[src/rtl/tribus_pkg.sv]
package tribus_pkg;

    localparam logic [3:0] OPC_ADD  = 4'b0001;
    localparam logic [3:0] OPC_LOAD = 4'b0010;

    typedef enum logic [2:0] {
        FETCH_ADDR,
        FETCH_WAIT,
        FETCH_IR,
        EXEC_ADD,
        LOAD_ADDR,
        LOAD_WAIT,
        LOAD_WB
    } step_e;

    typedef enum logic [1:0] {A_NONE, A_PC, A_REG, A_IRADDR} asel_e;
    typedef enum logic [1:0] {B_NONE, B_MDR, B_REG} bsel_e;
    typedef enum logic {ALU_ADD, ALU_PASSB} aluop_e;

    typedef struct packed {
        asel_e  a_sel;
        bsel_e  b_sel;
        logic   const_sel;
        aluop_e alu_op;
        logic   pc_ld;
        logic   mar_ld;
        logic   mdr_ld;
        logic   ir_ld;
        logic   rf_we;
        logic   rd_issue;
        logic   done;
    } ctl_t;

endpackage

[src/rtl/tribus_alu.sv]
module tribus_alu
    import tribus_pkg::*;
#(
    parameter int DW = 16
) (
    input  logic [DW-1:0] opa,
    input  logic [DW-1:0] opb,
    input  aluop_e        op,
    output logic [DW-1:0] res
);
    always_comb begin
        unique case (op)
            ALU_ADD:   res = opa + opb;
            ALU_PASSB: res = opb;
            default:   res = '0;
        endcase
    end
endmodule

[src/rtl/tribus_rf.sv]
module tribus_rf #(
    parameter int DW   = 16,
    parameter int NREG = 8,
    localparam int RA_W = $clog2(NREG)
) (
    input  logic            clk,
    input  logic            rst_n,
    input  logic            we,
    input  logic [RA_W-1:0] wa,
    input  logic [DW-1:0]   wd,
    input  logic [RA_W-1:0] ra_a,
    input  logic [RA_W-1:0] ra_b,
    input  logic [RA_W-1:0] ra_o,
    output logic [DW-1:0]   rd_a,
    output logic [DW-1:0]   rd_b,
    output logic [DW-1:0]   rd_o
);
    logic [DW-1:0] regs [NREG];

    for (genvar g = 0; g < NREG; g++) begin : g_reg
        always_ff @(posedge clk or negedge rst_n) begin
            if (!rst_n)
                regs[g] <= '0;
            else if (we && wa == RA_W'(g))
                regs[g] <= wd;
        end
    end

    assign rd_a = regs[ra_a];
    assign rd_b = regs[ra_b];
    assign rd_o = regs[ra_o];
endmodule

[src/rtl/tribus_seq.sv]
module tribus_seq
    import tribus_pkg::*;
#(
    parameter int STEP_W = 8
) (
    input  logic              clk,
    input  logic              rst_n,
    input  logic              mem_ready,
    input  logic [3:0]        opc_mdr,
    output ctl_t              ctl,
    output logic [STEP_W-1:0] step_no
);
    step_e state, state_nx;

    always_ff @(posedge clk or negedge rst_n) begin
        if (!rst_n) begin
            state   <= FETCH_ADDR;
            step_no <= '0;
        end else begin
            state   <= state_nx;
            step_no <= (state_nx == FETCH_ADDR) ? '0 : step_no + 1'b1;
        end
    end

    always_comb begin
        state_nx = state;
        ctl      = '0;
        unique case (state)
            FETCH_ADDR: begin
                ctl.a_sel     = A_PC;
                ctl.mar_ld    = 1'b1;
                ctl.rd_issue  = 1'b1;
                ctl.const_sel = 1'b1;
                ctl.alu_op    = ALU_ADD;
                ctl.pc_ld     = 1'b1;
                state_nx      = FETCH_WAIT;
            end
            FETCH_WAIT: begin
                if (mem_ready) begin
                    ctl.mdr_ld = 1'b1;
                    state_nx   = FETCH_IR;
                end
            end
            FETCH_IR: begin
                ctl.b_sel  = B_MDR;
                ctl.alu_op = ALU_PASSB;
                ctl.ir_ld  = 1'b1;
                if (opc_mdr == OPC_ADD)
                    state_nx = EXEC_ADD;
                else if (opc_mdr == OPC_LOAD)
                    state_nx = LOAD_ADDR;
                else begin
                    ctl.done = 1'b1;
                    state_nx = FETCH_ADDR;
                end
            end
            EXEC_ADD: begin
                ctl.a_sel  = A_REG;
                ctl.b_sel  = B_REG;
                ctl.alu_op = ALU_ADD;
                ctl.rf_we  = 1'b1;
                ctl.done   = 1'b1;
                state_nx   = FETCH_ADDR;
            end
            LOAD_ADDR: begin
                ctl.a_sel    = A_IRADDR;
                ctl.mar_ld   = 1'b1;
                ctl.rd_issue = 1'b1;
                state_nx     = LOAD_WAIT;
            end
            LOAD_WAIT: begin
                if (mem_ready) begin
                    ctl.mdr_ld = 1'b1;
                    state_nx   = LOAD_WB;
                end
            end
            LOAD_WB: begin
                ctl.b_sel  = B_MDR;
                ctl.alu_op = ALU_PASSB;
                ctl.rf_we  = 1'b1;
                ctl.done   = 1'b1;
                state_nx   = FETCH_ADDR;
            end
            default: state_nx = FETCH_ADDR;
        endcase
    end


    fetch_order_chk: assert property (@(posedge clk) disable iff (!rst_n)
        state == FETCH_ADDR |=> state == FETCH_WAIT);


    wait_hold_chk: assert property (@(posedge clk) disable iff (!rst_n)
        ((state == FETCH_WAIT || state == LOAD_WAIT) && !mem_ready) |=> $stable(state));


    step_count_chk: assert property (@(posedge clk) disable iff (!rst_n)
        !ctl.done |=> step_no == $past(step_no) + 1'b1);
endmodule

[src/rtl/tribus_cpu.sv]
module tribus_cpu
    import tribus_pkg::*;
#(
    parameter int DW     = 16,
    parameter int AW     = 12,
    parameter int NREG   = 8,
    parameter int STEP_W = 8,
    parameter int LDA_W  = 8,
    localparam int RA_W  = $clog2(NREG)
) (
    input  logic              clk,
    input  logic              rst_n,
    output logic [AW-1:0]     mem_addr,
    output logic              mem_rd,
    input  logic [DW-1:0]     mem_rdata,
    input  logic              mem_ready,
    input  logic [RA_W-1:0]   obs_sel,
    output logic [DW-1:0]     obs_data,
    output logic [AW-1:0]     pc_out,
    output logic [STEP_W-1:0] step_no,
    output logic              instr_done
);
    ctl_t          ctl;
    logic [AW-1:0] pc, mar;
    logic [DW-1:0] mdr, ir;
    logic [DW-1:0] bus_a, bus_b, bus_c, alu_b;
    logic [DW-1:0] rf_a, rf_b;

    tribus_seq #(.STEP_W(STEP_W)) u_seq (
        .clk       (clk),
        .rst_n     (rst_n),
        .mem_ready (mem_ready),
        .opc_mdr   (mdr[DW-1 -: 4]),
        .ctl       (ctl),
        .step_no   (step_no)
    );

    tribus_rf #(.DW(DW), .NREG(NREG)) u_rf (
        .clk   (clk),
        .rst_n (rst_n),
        .we    (ctl.rf_we),
        .wa    (ir[8 +: RA_W]),
        .wd    (bus_c),
        .ra_a  (ir[4 +: RA_W]),
        .ra_b  (ir[0 +: RA_W]),
        .ra_o  (obs_sel),
        .rd_a  (rf_a),
        .rd_b  (rf_b),
        .rd_o  (obs_data)
    );

    always_comb begin
        unique case (ctl.a_sel)
            A_PC:     bus_a = DW'(pc);
            A_REG:    bus_a = rf_a;
            A_IRADDR: bus_a = DW'(ir[LDA_W-1:0]);
            default:  bus_a = '0;
        endcase
        unique case (ctl.b_sel)
            B_MDR:   bus_b = mdr;
            B_REG:   bus_b = rf_b;
            default: bus_b = '0;
        endcase
        alu_b = ctl.const_sel ? DW'(1) : bus_b;
    end

    tribus_alu #(.DW(DW)) u_alu (
        .opa (bus_a),
        .opb (alu_b),
        .op  (ctl.alu_op),
        .res (bus_c)
    );

    always_ff @(posedge clk or negedge rst_n) begin
        if (!rst_n) begin
            pc     <= '0;
            mar    <= '0;
            mdr    <= '0;
            ir     <= '0;
            mem_rd <= 1'b0;
        end else begin
            if (ctl.pc_ld)  pc  <= bus_c[AW-1:0];
            if (ctl.mar_ld) mar <= bus_a[AW-1:0];
            if (ctl.mdr_ld) mdr <= mem_rdata;
            if (ctl.ir_ld)  ir  <= bus_c;
            mem_rd <= ctl.rd_issue;
        end
    end

    logic unused_bits;
    assign unused_bits = ^{ir, bus_a, bus_c};

    assign mem_addr   = mar;
    assign pc_out     = pc;
    assign instr_done = ctl.done;


    pc_incr_chk: assert property (@(posedge clk) disable iff (!rst_n)
        ctl.pc_ld |=> pc_out == $past(pc_out) + 1'b1);


    rd_pulse_chk: assert property (@(posedge clk) disable iff (!rst_n)
        mem_rd |=> !mem_rd);
endmodule

[config.mk]
export PLATFORM = sky130hd
export DESIGN_NAME = tribus_cpu
export DESIGN_NICKNAME = d
export VERILOG_FILES = /design/src/rtl/tribus_pkg.sv /design/src/rtl/tribus_alu.sv /design/src/rtl/tribus_rf.sv /design/src/rtl/tribus_seq.sv /design/src/rtl/tribus_cpu.sv
export SDC_FILE = /design/constraint.sdc
export NUM_CORES = 1
export LEC_CHECK = 0
export CELL_PAD_IN_SITES_DETAIL_PLACEMENT = 1
export CELL_PAD_IN_SITES_GLOBAL_PLACEMENT = 1
export CORE_MARGIN = 2
export CORE_UTILIZATION = 53
export DETAILED_ROUTE_END_ITERATION = 16
export PLACE_DENSITY_LB_ADDON = 0.25
export SYNTH_ARGS = -nofsm -noshare
export SYNTH_HDL_FRONTEND = slang
export SYNTH_SLANG_ARGS = --single-unit
[constraint.sdc]
create_clock -name clk -period 7.7 [get_ports clk]
set_input_delay 1.54 -clock clk [delete_from_list [all_inputs] [get_ports clk]]
set_output_delay 1.54 -clock clk [all_outputs]
set_load 0.1 [all_outputs]
Yosys cells after proc, flatten, opt, wreduce, memory -nomap -nowiden
Index checks and enable logic that the tools add are counted.
Word-level totals
  register bits: 191
  latch bits: 0
  RAM bits: 0
  ROM bits: 0
  input port bits: 22
  output and inout bits: 50
  memories kept: 0
Cells by class
  add/subtract/negate cells: 2
  $mul: 0
  divide/modulo/power cells: 0
  $lt $le $gt $ge: 3
  eq/ne operators: 20
  shift-type cells: 0
  mux-type cells: 31
  bitwise gates (word level): 4
  reduce and logical (&&, ||, !) cells: 15
Operators by type and width (number)
  16-bit binary-select mux with 3-bit select: 3
  16-bit 2-to-1 mux: 7
  16-bit one-hot mux with 2 select lines: 2
  16-bit one-hot mux with 3 select lines: 1
  3-bit == test, second input constant: 7
  16-bit adder: 1
  3-bit one-hot mux with 5 select lines: 1
  3-bit by 2-bit == test with 1-bit output, second input constant: 4
  4-bit greater-or-equal comparator, second input constant: 3
  3-bit 2-to-1 mux: 4
  3-bit inverter with 4-bit output: 3
  3-bit zero test: 3
  1-bit 2-to-1 mux: 9
  8-bit by 1-bit adder with 8-bit output, second input constant: 1
  1-bit logical AND: 8
  8-bit 2-to-1 mux: 1
  2-bit OR reduction: 4
  2-bit == test, second input constant: 3
  3-bit by 1-bit == test with 1-bit output, second input constant: 2
  2-bit one-hot mux with 3 select lines: 1
  2-bit by 1-bit == test with 1-bit output, second input constant: 2
  4-bit by 1-bit == test with 1-bit output, second input constant: 1
  4-bit by 2-bit == test with 1-bit output, second input constant: 1
  2-bit one-hot mux with 2 select lines: 1
  2 further kinds: 2

Depth between registers and ports, before layout
  word-level depth: 8
  gate-level depth with buffers: 22

Hierarchy
From an unflattened synthesis, not the netlist that was laid out.
Unflattened totals
  cell total of the unflattened synthesis: 857
  area total of the unflattened synthesis: 12177.9 µm²
Modules (own cells, without submodules)
  tribus_rf: instances 1, cells an instance 450, area each 8071.5 µm²
  tribus_cpu: instances 1, cells an instance 214, area each 2576.2 µm²
  tribus_alu: instances 1, cells an instance 129, area each 905.9 µm²
  tribus_seq: instances 1, cells an instance 64, area each 624.3 µm²

Worst setup path after synthesis
No wires, ideal clock.
  path kind: input to output
  from: input obs_sel[0]
  to: output obs_data[0]
  arrival: 3.342 ns
  data required time: 6.160 ns
  setup slack: 2.818 ns
  cell stages on the path: 4
  path buffers: 2
  cell sequence: clkbuf_1 > buf_1 > mux4_2 > mux2_2
Between the ends
  longest elaborated chain between the ends: 4
RTL lines
  start: declaration: RTL line tribus_cpu.sv:17  | input logic [RA_W-1:0] obs_sel,
  3-bit inverter with 4-bit output (not written as such): RTL line tribus_rf.sv:31  | assign rd_o = regs[ra_o];
  16-bit binary-select mux with 3-bit select: RTL line tribus_rf.sv:31
  16-bit 2-to-1 mux (not written as such) (2 in a row): RTL line tribus_rf.sv:31
  end: declaration: RTL line tribus_cpu.sv:18  | output logic [DW-1:0] obs_data,
Every way passes these cells. The select of a mux whose other input is x is not followed.

Worst setup path in the final report
  from: input obs_sel[0]
  to: output obs_data[1]
The elaborated chain is that of the path after synthesis.

==> impl_metrics.toml <==
[status]
status = "complete, no violations"

[setup_path]
r2r_slack_ns = 2.11
cpMaxStageDelayCell = "clkdlybuf4s50_1"
required_ns = 6.16
slowest_delay_ns = 0.97
crit_type = "primary input to output pin"
crit_path_cell_trace = "buf_2, buf_4, mux4_2, mux2_2, clkdlybuf4s50_1"
arrival_ns = 4.37
cp_max_fo = 25
end_kind = "output pin"
setup.worst_path.start_class = "primary input"

[cts]
root_buffer = "clkbuf_16"
clkLatencyLatePin_ns = 0.44
cts.path.max_buffers = 2
path_clk_slew_ns = 0.07
post_cts_buffers = 0
ctsHoldBuffers = 0
numCtsBuffers = 17
cts_resized = 0
clkSinkCount = 191
cts_tree = "yes"
htreeDepth = 4

[sta]
post-route-period-util = 0.768
fin_skew_ns = 0.0144
finalHoldViolCount = 0
slew-limit-headroom = 0.115
setup_viol = 0
grt_setup_unrepaired = "no"
worstMarginPinSlew_ns = 1.32
fin_setup_tns_ns = 0
slew_violations = 0
timing.fmax_mhz = 169
fin_crit_ns = 5.91

[placement]
io_buffer_count = 71
place.gp.congestion = 0.903
dp_cells = 1267
hpwl_mm = 22.5

[drt]
ant_nets = 0
drt-initial-drc-count = 783
firstDrtPassIters = 6
drc_errors = 0
routedWlPerCell_um = 27.0
num_vias = 8779
viasPerCell = 6.77
routed_wl_mm = 35.0

[worst_hold_path]
hp-class = "flop to flop"

[synth]
yosys_warnings = 0
synth_top_cell_by_area = "dfrtp_1"
ys_ff_latch = 191
mappedNetlistArea_sq_mm = 0.0114
seq_area_frac_synth = 0.421
yosysMostFrequentCell = "dfrtp_1"
syn_nets = 1015
synth_edf_count = 0
synth_commonest_cells = "dfrtp_1 (191), nand2_1 (142), o21ai_0 (105)"
synth_ff_type = "dfrtp_1"
synth_cell_type_count = 59
synth.area.top_cells = "dfrtp_1 (42%), mux4_2 (19%), mux2_2 (8.9%)"
synth_top_area_frac = 0.421
netlist_instances = 974
synthArstFlopShare = 1.00
syn_area_per_cell_sq_um = 11.7

[job]
drv_cap = 0

[floorplanning]
fp.dieH_um = 150
fp.coreArea_sq_mm = 0.0210
rows = 53
ioPinCount = 72
initial_core_util = 0.540
die-area_sq_mm = 0.0226
die_x_um = 150

[power_and_ir_drop]
p_leak_nw = 5.40
internal_power_w = 0.00198
max-vdd-ir-drop_uv = 174
p_per_area_mw_per_mm2 = 256
pwr-share-comb = 0.338
p_clk_frac = 0.279
power_frac_seq = 0.383
swShare = 0.400
power_switching_w = 0.00132

[finish]
syn_to_final_growth_pct = 13.1
n_fill_cell = 2090
final_net_count = 1052
final_layout_size_suffix_gt1_frac = 0.243
final_cells = 1297
antenna_cells = 0

[grt]
grt_pass1_vias = 9396
grt_usage = 0.325
grt_max_degree = 103
grt-ovfl-total = 0
antenna_found_initial = 0
grt_pass1_wl_mm = 54.6
power by group through the flow:
stage / Combinational (W) / Sequential, W / Clock [W]
after floorplan: 0.000556 / 0.00148 / 0
after global placement: 0.00108 / 0.00127 / 0
after detailed placement: 0.00110 / 0.00128 / 0
after CTS: 0.00111 / 0.00126 / 0.000929
after global routing: 0.00118 / 0.00128 / 0.000973
final: 0.00111 / 0.00126 / 0.000917
cells in the final DEF (no fill, tap or decap), types with 4 or more instances in the layout:
| cell type | netlist | routed |
|---|---|---|
| o31ai_1 | 11 | 11 |
| a21oi_1 | 10 | 10 |
| clkbuf_16 | 0 | 17 |
| nand2_1 | 142 | 142 |
| o22ai_1 | 7 | 7 |
| inv_1 | 10 | 10 |
| mux4_2 | 96 | 96 |
| a211oi_1 | 10 | 10 |
| mux2i_1 | 35 | 35 |
| nor4_1 | 8 | 8 |
| nor2_1 | 40 | 40 |
| and3_1 | 5 | 5 |
| clkdlybuf4s50_1 | 0 | 69 |
| inv_6 | 0 | 4 |
| and2_1 | 10 | 10 |
| a211o_1 | 10 | 10 |
| nand3_1 | 11 | 10 |
| o21ai_0 | 105 | 105 |
| xor2_1 | 7 | 7 |
| a22oi_1 | 10 | 10 |
| a21o_1 | 10 | 10 |
| dfrtp_1 | 191 | 189 |
| nor2b_1 | 5 | 5 |
| xnor2_1 | 6 | 6 |
| ha_1 | 18 | 18 |
| buf_4 | 1 | 18 |
| mux2_2 | 90 | 90 |
state kept, by name, indices dropped and copies added (netlist names):
register,cells
mdr,16
u_seq.state,3
mem_rd,1
ir,11
pc_out,12
u_seq.step_no,8
mem_addr,12
u_rf.regs,128
kinds of logic (layout without fill, tap and decap cells):
group / after synthesis / in the layout / synth area share
DFF: 191 / 191 / 0.421
xor gates and xnor gates: 13 / 13 / 0.0100
AOI/OAI and AO/OA: 209 / 209 / 0.116
adders and majority gates: 19 / 19 / 0.0216
and+or+nand+nor: 240 / 240 / 0.0915
muxes: 221 / 221 / 0.311
buffers and inverters: 81 / 129 / 0.0293
metal layers:
metal / global-route usage / wire length, um
met1: 0.444 / 14300
met2: 0.529 / 17200
met3: 0.0479 / 2600
met4: 0.122 / 890
met5: 0.0250 / 70
critical path: cells and delay by family:
family                 cells  cell delay [ns]
muxes                      2             0.81
buffers and inverters      3             1.99
stage by stage:
step	hold slack, ns	worst slack [ns]	power, W	utilization	cell area (sq um)
floorplan	0.450	2.82	0.00203	-	11400
global placement	0.460	1.78	0.00234	0.583	12300
detailed placement	0.470	1.73	0.00238	0.583	12300
CTS	0.485	1.73	0.00330	0.611	12800
global route	0.506	1.61	0.00343	0.611	12800
finish	0.479	1.79	0.00329	0.611	12800
path summary, 6_finish.rpt:
kind                       cells past startpoint       endpoint      startpoint
max                                            5    obs_data[1]      obs_sel[0]
min                                            2    mem_addr[7]     mem_addr[7]
max reg2reg                                   17  u_rf.regs[40]  u_seq.state[0]
min reg2reg                                    2    mem_addr[7]     mem_addr[7]
max in group asynchronous                      2  u_rf.regs[96]           rst_n
min in group asynchronous                      1      pc_out[7]           rst_n
area by class of cell:
cell class	count	area (sq um)	area share
Clock inverter	12	159	0.0124
Multi-Input combinational cell	702	6250	0.486
Timing Repair Buffer	89	845	0.0658
Tap cell	275	344	0.0268
Inverter	10	37.5	0.00292
Sequential cell	191	4780	0.372
Clock buffer	18	429	0.0334
(Power assumes the default switching activity.)
